$ cat src/rtl/pktz_pkg.sv
package pktz_pkg;
    localparam int FLIT_W  = 8;
    localparam int FIELD_W = 2;
    localparam logic [FLIT_W-1:0] TAIL_FLIT = 8'hFF;

    typedef enum logic [FIELD_W-1:0] {
        TY_COEF = 2'b00,
        TY_ORIG = 2'b01,
        TY_CMP  = 2'b10,
        TY_RES  = 2'b11
    } pkt_type_e;

    typedef enum logic {
        S_IDLE,
        S_EMIT
    } emit_state_e;
endpackage

$ cat src/rtl/pktz_len_decode.sv
module pktz_len_decode
    import pktz_pkg::*;
#(
    parameter int MAX_BYTES = 7,
    parameter int CNT_W     = 4
) (
    input  logic [FIELD_W-1:0] id,
    output logic [CNT_W-1:0]   nbytes,
    output logic [CNT_W-1:0]   nflits
);
    always_comb begin
        unique case (pkt_type_e'(id))
            TY_COEF: nbytes = CNT_W'(MAX_BYTES);
            TY_ORIG: nbytes = CNT_W'(MAX_BYTES - 1);
            TY_CMP:  nbytes = CNT_W'(MAX_BYTES - 1);
            TY_RES:  nbytes = CNT_W'(1);
            default: nbytes = CNT_W'(1);
        endcase
        nflits = nbytes + CNT_W'(2);
    end
endmodule

$ cat src/rtl/pktz_flit_fifo.sv
module pktz_flit_fifo
    import pktz_pkg::*;
#(
    parameter int DEPTH = 16,
    localparam int AW   = $clog2(DEPTH)
) (
    input  logic              clk,
    input  logic              rst_n,
    input  logic              push,
    input  logic [FLIT_W-1:0] push_data,
    output logic              rd_valid,
    input  logic              rd_ready,
    output logic [FLIT_W-1:0] rd_data,
    output logic [AW:0]       free
);
    logic [FLIT_W-1:0] mem [DEPTH];
    logic [AW-1:0]     wptr, rptr;
    logic [AW:0]       count;
    logic              pop;

    assign rd_valid = (count != '0);
    assign rd_data  = mem[rptr];
    assign pop      = rd_valid && rd_ready;
    assign free     = (AW+1)'(DEPTH) - count;

    always_ff @(posedge clk) begin
        if (push) mem[wptr] <= push_data;
    end

    always_ff @(posedge clk or negedge rst_n) begin
        if (!rst_n) begin
            wptr  <= '0;
            rptr  <= '0;
            count <= '0;
        end else begin
            if (push) wptr <= (wptr == AW'(DEPTH-1)) ? '0 : wptr + 1'b1;
            if (pop)  rptr <= (rptr == AW'(DEPTH-1)) ? '0 : rptr + 1'b1;
            count <= count + (AW+1)'(push) - (AW+1)'(pop);
        end
    end

    AST_NO_OVERFLOW: assert property (@(posedge clk) disable iff (!rst_n)
        push |-> (count < (AW+1)'(DEPTH) || pop));
    AST_NO_UNDERFLOW: assert property (@(posedge clk) disable iff (!rst_n)
        (count == '0) |=> !(rd_valid && !push && $past(!push)));
endmodule

$ cat src/rtl/pktz_top.sv
module pktz_top
    import pktz_pkg::*;
#(
    parameter int DATA_W     = 56,
    parameter int FIFO_DEPTH = 16,
    localparam int MAX_BYTES = DATA_W / FLIT_W,
    localparam int MAX_FLITS = MAX_BYTES + 2,
    localparam int PKT_W     = MAX_FLITS * FLIT_W,
    localparam int BODY_W    = DATA_W + FLIT_W,
    localparam int SH_W      = $clog2(BODY_W) + 1,
    localparam int CNT_W     = $clog2(MAX_FLITS + 1),
    localparam int AW        = $clog2(FIFO_DEPTH)
) (
    input  logic               clk,
    input  logic               rst_n,
    input  logic               in_valid,
    output logic               in_ready,
    input  logic [DATA_W-1:0]  in_data,
    input  logic [FIELD_W-1:0] in_id,
    input  logic [FIELD_W-1:0] in_port,
    input  logic [FIELD_W-1:0] in_ilen,
    output logic               flit_valid,
    input  logic               flit_ready,
    output logic [FLIT_W-1:0]  flit_data
);
    emit_state_e       state, state_nxt;
    logic [PKT_W-1:0]  pkt_sr;
    logic [CNT_W-1:0]  remaining;
    logic [CNT_W-1:0]  nbytes, nflits;
    logic [AW:0]       fifo_free;
    logic              room, accept, push;
    logic [FLIT_W-1:0] push_data, header;
    logic [SH_W-1:0]   shamt;
    logic [BODY_W-1:0] body;

    pktz_len_decode #(.MAX_BYTES(MAX_BYTES), .CNT_W(CNT_W)) u_len (
        .id(in_id), .nbytes(nbytes), .nflits(nflits)
    );

    pktz_flit_fifo #(.DEPTH(FIFO_DEPTH)) u_fifo (
        .clk(clk), .rst_n(rst_n),
        .push(push), .push_data(push_data),
        .rd_valid(flit_valid), .rd_ready(flit_ready), .rd_data(flit_data),
        .free(fifo_free)
    );

    // Packing: header, right-aligned data moved to the top, then tail.
    assign header = {in_id, in_port, in_ilen, 2'b00};
    assign shamt  = (SH_W'(MAX_BYTES) - SH_W'(nbytes)) << 3;
    assign body   = {in_data, TAIL_FLIT} << shamt;
    assign room   = (fifo_free >= (AW+1)'(MAX_FLITS));
    assign accept = in_valid && in_ready;

    // Next state
    always_comb begin
        state_nxt = state;
        unique case (state)
            S_IDLE: if (accept) state_nxt = S_EMIT;
            S_EMIT: if (remaining == CNT_W'(1)) state_nxt = S_IDLE;
            default: state_nxt = S_IDLE;
        endcase
    end

    // State register
    always_ff @(posedge clk or negedge rst_n) begin
        if (!rst_n) state <= S_IDLE;
        else        state <= state_nxt;
    end

    // Outputs
    always_comb begin
        in_ready  = 1'b0;
        push      = 1'b0;
        push_data = pkt_sr[PKT_W-1 -: FLIT_W];
        unique case (state)
            S_IDLE: in_ready = room;
            S_EMIT: push     = 1'b1;
            default: ;
        endcase
    end

    // Shift register and flit counter
    always_ff @(posedge clk or negedge rst_n) begin
        if (!rst_n) begin
            pkt_sr    <= '0;
            remaining <= '0;
        end else if (accept) begin
            pkt_sr    <= {header, body};
            remaining <= nflits;
        end else if (state == S_EMIT) begin
            pkt_sr    <= pkt_sr << FLIT_W;
            remaining <= remaining - 1'b1;
        end
    end

    AST_HDR_FIRST: assert property (@(posedge clk) disable iff (!rst_n)
        accept |=> push && push_data == {$past(in_id), $past(in_port), $past(in_ilen), 2'b00});
    AST_TAIL_LAST: assert property (@(posedge clk) disable iff (!rst_n)
        (push && state_nxt == S_IDLE) |-> push_data == TAIL_FLIT);
    AST_FLIT_HOLD: assert property (@(posedge clk) disable iff (!rst_n)
        (flit_valid && !flit_ready) |=> flit_valid && $stable(flit_data));
    AST_NO_ACCEPT_BUSY: assert property (@(posedge clk) disable iff (!rst_n)
        push |-> !in_ready);
endmodule

$ cat config.mk
export PLATFORM = sky130hd
export DESIGN_NAME = pktz_top
export DESIGN_NICKNAME = d
export VERILOG_FILES = /design/src/rtl/pktz_pkg.sv /design/src/rtl/pktz_len_decode.sv /design/src/rtl/pktz_flit_fifo.sv /design/src/rtl/pktz_top.sv
export SDC_FILE = /design/constraint.sdc
export NUM_CORES = 1
export LEC_CHECK = 0
export BUFFER_PORTS_ARGS = -buffer_cell sky130_fd_sc_hd__buf_4
export CORE_MARGIN = 5
export CORE_UTILIZATION = 59
export DETAILED_ROUTE_END_ITERATION = 8
export PLACE_DENSITY = 0.78
export SLEW_MARGIN = 10
export SYNTH_ARGS = -nofsm -noshare
export SYNTH_HDL_FRONTEND = slang
export SYNTH_SLANG_ARGS = --single-unit
$ cat constraint.sdc
create_clock -name clk -period 6.1 [get_ports clk]
set_input_delay 0.61 -clock clk [delete_from_list [all_inputs] [get_ports clk]]
set_output_delay 0.61 -clock clk [all_outputs]
set_load 0.03 [all_outputs]
Word level (Yosys, flattened, before mapping)
Memory sizes are Yosys's and may differ from the RTL's.
Index checks and enable logic that the tools add are counted.
{"block": "word_totals", "regBits": 90, "ramBits": 128, "n_memories": 1}
{"name": "u_fifo.mem", "depth": 16, "width": 8, "rd": 1, "rd_ports_with_merged_regs": 0, "write_ports": 1, "line_no": "pktz_flit_fifo.sv:16", "text": "logic [FLIT_W-1:0] mem [DEPTH];"}
{"block": "op_classes", "addsub": 8, "order_cmp": 1, "n_eq_ne": 6, "n_shift": 1, "mux": 14, "bitwise": 1, "reduce_logical": 6}
{"op": "$mux 72", "n": 2}
{"op": "$shl 64x7->64", "n": 1}
{"op": "$mux 4", "n": 4}
{"op": "$pmux 4 s3", "n": 1}
{"op": "$add 4x1->4 const B", "n": 2}
{"op": "$eq 4x4->1 const B", "n": 2}
{"op": "$mux 1", "n": 6}
{"op": "$add 5x1->5", "n": 1}
{"op": "$ge 5x4->1 const B", "n": 1}
{"op": "$reduce_bool 5->1", "n": 1}
{"op": "$sub 5x1->5", "n": 1}
{"op": "$sub 5x5->5 const A", "n": 1}
{"op": "$add 4x2->4 const B", "n": 1}
{"op": "$eq 2x2->1 const B", "n": 2}
{"op": "$eq 4x1->1 const B", "n": 1}
{"op": "$sub 3x4->4 const A", "n": 1}
{"op": "$sub 4x1->4 const B", "n": 1}
{"op": "$eq 2x1->1 const B", "n": 1}
{"op": "$logic_and 1x1->1", "n": 2}
{"op": "$logic_not 2->1", "n": 1}
{"op": "$pmux 1 s2", "n": 1}
{"op": "$reduce_bool 2->1", "n": 1}
{"op": "$reduce_or 2->1", "n": 1}
{"op": "$not 1->1", "n": 1}

Depth between registers and ports, before layout
{"block": "depth", "ltp_word": 6, "mapped_depth": 14}

Hierarchy
A second synthesis with hierarchy kept.
{"block": "unflattened", "hier_cells": 840, "hier_area_um2": 10635.2}
{"module": "pktz_flit_fifo", "n_inst": 1, "cells_each": 323, "area_per_inst_um2": 5866.9, "seq_area_each_um2": 4169.0}
{"module": "pktz_top", "n_inst": 1, "cells_each": 507, "area_per_inst_um2": 4694.5, "seq_area_each_um2": 1751.7}
{"module": "pktz_len_decode", "n_inst": 1, "cells_each": 10, "area_per_inst_um2": 73.8, "seq_area_each_um2": 0.0}

Worst setup path after synthesis
OpenSTA, ideal clock, no wires.
{"block": "synth_timing", "path_kind": "reg2out", "startpoint": "register u_fifo.count[0]", "endpoint": "output in_ready", "arrival_ps": 2624, "required_time_ps": 5490, "slack_ps": 2866, "stages_incl_launch_ff": 11, "cell_sequence": "dfrtp_1 inv_1 ha_1 and2_1 ha_1 and2_1 mux2_4 buf_6 buf_6 buf_2 nor3_1"}
{"block": "synth_between", "elab_chain_len": 3}
{"item": "start: declaration", "line_no": "pktz_flit_fifo.sv:18", "text": "logic [AW:0] count;"}
{"item": "start signal: assignment", "line_no": "pktz_flit_fifo.sv:38", "text": "count <= count + (AW+1)'(push) - (AW+1)'(pop);"}
{"item": "$sub 5x5->5", "line_no": "pktz_flit_fifo.sv:24", "text": "assign free = (AW+1)'(DEPTH) - count;"}
{"item": "$ge 5x4->1", "line_no": "pktz_top.sv:51", "text": "assign room = (fifo_free >= (AW+1)'(MAX_FLITS));"}
{"item": "$mux 1", "line_no": "pktz_top.sv:75", "text": "unique case (state)"}
{"item": "end: declaration", "line_no": "pktz_top.sv:17", "text": "output logic in_ready,"}
No other way between the ends.

Final worst setup path
Same ends and word-level chain as after synthesis.

==> impl_table.tex <==
\begin{tabular}{lr}
\hline
Metric & Value \\
\hline
\multicolumn{2}{l}{\textbf{Floorplan}} \\
\quad Number of placement rows & 48 \\
\quad Number of placed I/O pins & 76 \\
\quad Die width & 143 µm \\
\quad Die area & 0.0206 mm² \\
\quad Core Footprint & 0.0174 mm² \\
\quad Starting density of the core & 60.5\% \\
\quad Die Height & 143 µm \\
\multicolumn{2}{l}{\textbf{Synthesis}} \\
\quad Combined area of all synthesized cells & 0.0105 mm² \\
\quad Leading post-synthesis cells by cell area & edfxtp\_1, dfrtp\_1, mux4\_2 \\
\quad Share of synthesized cell area in full adder, half adder and majority cells & 2.57\% \\
\quad Yosys reg bits & 211 \\
\quad Average cell area after synthesis & 12.9 µm² \\
\quad Mux share of post-synthesis cell area & 12.5\% \\
\quad Synth async-reset ratio & 39.3\% \\
\quad Cell count after synthesis & 813 \\
\quad Proportion of netlist area held by the largest area contributor & 36.6\% \\
\quad Mapped Nets & 900 \\
\quad Count of distinct cell types in the synthesized netlist & 49 \\
\quad Area leader, netlist & edfxtp\_1 \\
\quad Portion of the post-synthesis area used by sequential elements & 56.4\% \\
\quad Largest family of logic cells by synthesized area & compound AO/OA/AOI/OAI gates \\
\quad Warnings from Yosys & 0 \\
\quad Number of flops mapped to enable cells by yosys & 128 \\
\quad Leading register cell type out of synthesis & edfxtp\_1 \\
\quad Xor and xnor area share after synthesis & 0.834\% \\
\quad Share of the synthesized area in compound gates (AO/OA/AOI/OAI) & 13.2\% \\
\quad Synthesized-area fraction occupied by and/or/nand/nor cells & 9.27\% \\
\multicolumn{2}{l}{\textbf{Clocking}} \\
\quad Worst-skew pair later-pin latency & 0.51 ns \\
\quad TritonCTS clock tree & yes \\
\quad CTS resizes & 0 \\
\quad Sink Count & 211 \\
\quad Number of buffers added by the clock tree synthesis step & 23 \\
\quad Hold buffers post-CTS & 0 \\
\quad CTS H-tree depth & 1 \\
\quad Root Buffer Master & clkbuf\_16 \\
\quad Count of buffers added by post-CTS timing repair for setup & 0 \\
\quad Clk pin slew, worst setup/hold paths & 0.06 ns \\
\quad Maximum count of clock buffers along a single path & 3 \\
\multicolumn{2}{l}{\textbf{STA}} \\
\quad Total negative setup slack & 0 ns \\
\quad Number of pins with negative max-slew slack in the final report & 0 \\
\quad Slew of the pin with the lowest slew margin & 1.07 ns \\
\quad Post-route fraction of the period consumed by the critical path & 58.5\% \\
\quad Maximum clock frequency & 0.280 GHz \\
\quad Endpoints failing setup & 0 \\
\quad Layout Skew & 0.0170 ns \\
\quad Unrepaired setup endpoints after global routing & false \\
\quad Number of hold-slack violations in the final timing report & 0 \\
\quad Max-slew headroom & 28.5\% \\
\quad Time the worst path needs with I/O delays and setup & 3.57 ns \\
\quad Final-layout worst hold slack & 0.307 ns \\
\multicolumn{2}{l}{\textbf{Min path}} \\
\quad Hold Crit Class & in2async \\
\multicolumn{2}{l}{\textbf{Worst setup path}} \\
\quad Slowest cell on crit path & buf\_4 \\
\quad CP bufs+invs & 3 \\
\quad Worst path depth & 9 \\
\quad Required time reported for the critical path endpoint & 5.49 ns \\
\quad Startpoint types & flop \\
\quad Family with the most delay on the worst path & buffers and inverters \\
\quad Type of element capturing the critical path & output pin \\
\quad Worst endpoint data arrival time & 2.96 ns \\
\quad Largest incremental delay on the critical path & 0.58 ns \\
\quad Largest fanout of any net on the critical path & 64 \\
\quad Critical-path cell list & inv\_1, ha\_1, and2\_1, ha\_1, nand2b\_1, nor4\_4, buf\_4, nor3\_1, buf\_4 \\
\quad Depth of the most critical reg-to-reg path & 8 \\
\quad Setup Crit Path Kind & reg2out \\
\multicolumn{2}{l}{\textbf{Placement}} \\
\quad Gpl congestion & 0.912 \\
\quad Estimated wirelength of the detail-placed design & 15500 µm \\
\quad Count of buffers inserted at the top-level ports & 75 \\
\multicolumn{2}{l}{\textbf{Pwr}} \\
\quad Sw Ratio & 37.8\% \\
\quad Sequential Power Share & 39.8\% \\
\quad Total net switching power & 2.37 mW \\
\quad Clk network pwr share & 21.3\% \\
\quad Combinational fraction of design power & 38.9\% \\
\quad Power density normalized to cell area & 532 mW/mm² \\
\quad Leakage power of the design & 4.57 nW \\
\quad Cell Int Power & 3.90 mW \\
\quad Maximum ir drop on the vdd rail & 0.320 mV \\
\multicolumn{2}{l}{\textbf{GRT}} \\
\quad Layer with the highest usage after global routing & met2 \\
\quad All-Layer GR Usage & 24.0\% \\
\quad Number of global-route vias before repair & 7101 \\
\quad Antenna violations before repair & 0 \\
\quad Congestion Overflow GR & 0 \\
\quad Met3 Track Usage GR & 3.19\% \\
\quad Met2 capacity usage during global routing & 41.8\% \\
\quad Met1 track demand over resource & 32.2\% \\
\quad Pin count of the biggest net entering global routing & 88 \\
\quad Global-route wire length before repair & 38700 µm \\
\multicolumn{2}{l}{\textbf{Layout}} \\
\quad Fraction of final layout cells with drive strength greater than 1 & 19.7\% \\
\quad Most common library cell in the layout ignoring fill and taps & edfxtp\_1 \\
\quad Final net count & 932 \\
\quad Diodes inserted & 0 \\
\quad Commonest cells after routing, fill and taps aside & edfxtp\_1, buf\_4, dfrtp\_1 \\
\quad Syn-to-layout area delta & 12.3\% \\
\quad Final Core Density & 67.9\% \\
\multicolumn{2}{l}{\textbf{Drt}} \\
\quad Via density per instance & 6.48 \\
\quad Post-route DRC violation count & 0 \\
\quad TritonRoute pass-1 iters & 5 \\
\quad Total Wirelength & 24200 µm \\
\quad Detailed-route via count & 7048 \\
\quad Remaining number of nets flagged by the antenna check after routing & 0 \\
\quad DR WL/cell & 22.3 µm \\
\quad Initial detailed-routing violation count & 684 \\
\multicolumn{2}{l}{\textbf{Run status}} \\
\quad Status & finished clean \\
\multicolumn{2}{l}{\textbf{Flow run}} \\
\quad Number of maximum-capacitance constraint violations & 0 \\
\hline
\end{tabular}
==> cells by family (layout without fill, tap and decap cells) <==
| family | after synthesis | in the layout |
|---|---|---|
| AOI/OAI and AO/OA | 180 | 180 |
| xor gates and xnor gates | 10 | 10 |
| adders and majority gates | 21 | 21 |
| buffers and inverters | 123 | 172 |
| DFF | 211 | 211 |
| muxes | 90 | 90 |
| and+or+nand+nor | 178 | 178 |
==> cell usage after synthesis (6+ instances only) <==
library cell	instances
a211oi_1	16
edfxtp_1	128
o31ai_1	10
nor3_1	11
nor2_1	17
ha_1	20
mux4_2	32
clkbuf_1	47
mux2i_1	49
nor2b_1	14
o21ai_0	13
a21oi_1	21
mux2_2	8
o2111ai_1	16
inv_1	45
nor4_1	24
dfrtp_1	83
nand2b_1	22
o31a_1	44
a22oi_1	9
and2_1	18
a31oi_1	12
a221o_1	6
nand2_1	43
a311oi_1	7
a41oi_1	10
nand4_1	19
xnor2_1	7
buf_6	8
o311ai_0	6
buf_2	16
==> per-layer routing <==
layer / vias up / routed length (µm) / share of wire (%)
met4: 0 / 533 / 2.2
met5: - / 0 / 0
met1: 3480 / 9840 / 41
met2: 326 / 12200 / 51
met3: 40 / 1610 / 6.6
li1: 3202 / - / -
==> power groups by stage <==
| stage | Combinational (mW) | Clock [mW] | Sequential (mW) |
|---|---|---|---|
| final | 2.44 | 1.34 | 2.50 |
| after global routing | 2.67 | 1.42 | 2.55 |
| after CTS | 2.45 | 1.35 | 2.50 |
| after detailed placement | 2.42 | 0 | 2.52 |
| after global placement | 2.33 | 0 | 2.47 |
| after floorplan | 1.99 | 0 | 2.30 |
==> worst paths after layout <==
path,slack [ns],startpoint,to
min in group clk,0.43,flit_ready,u_fifo.rptr[1]
min reg2reg,0.49,pkt_sr[47],pkt_sr[55]
max,2.53,u_fifo.count[0],in_ready
max in group asynchronous,5.02,rst_n,state
min,0.31,rst_n,pkt_sr[40]
max reg2reg,2.80,u_fifo.count[0],pkt_sr[51]
==> worst register-to-register path, cell delays in order (launching register included) <==
cell and delay (ns):
dfrtp_1 0.46, inv_1 0.11, ha_1 0.24, and2_1 0.15
ha_1 0.29, and2_1 0.18, mux2_4 0.51, nor3_2 0.91
o311ai_0 0.27
==> state kept, by name, indices dropped and copies added, names as in the netlist <==
register / count
state: 1
u_fifo.count: 5
u_fifo.wptr: 4
u_fifo.mem: 128
remaining: 4
u_fifo.rptr: 4
pkt_sr: 65
==> per-stage QoR <==
step / worst slack (ns) / power, mW / instance area [µm²] / std cells
global placement: 3.03 / 4.80 / 11100 / 1045
CTS: 2.51 / 6.30 / 11800 / 1087
detailed placement: 2.86 / 4.93 / 11100 / 1045
finish: 2.53 / 6.28 / 11800 / 1087
global route: 2.31 / 6.65 / 11800 / 1087
floorplan: 2.87 / 4.29 / 10500 / 813
==> layout make-up <==
class                      instances  area, µm²
inverter                          45        169
tap                              225        282
clock inverter                    13        125
multi-input combinational        479       4050
clock buffer                      29        608
fill                            1190       5560
sequential                       211       5930
timing repair buffer              85        638
(Power assumes the default switching activity.)
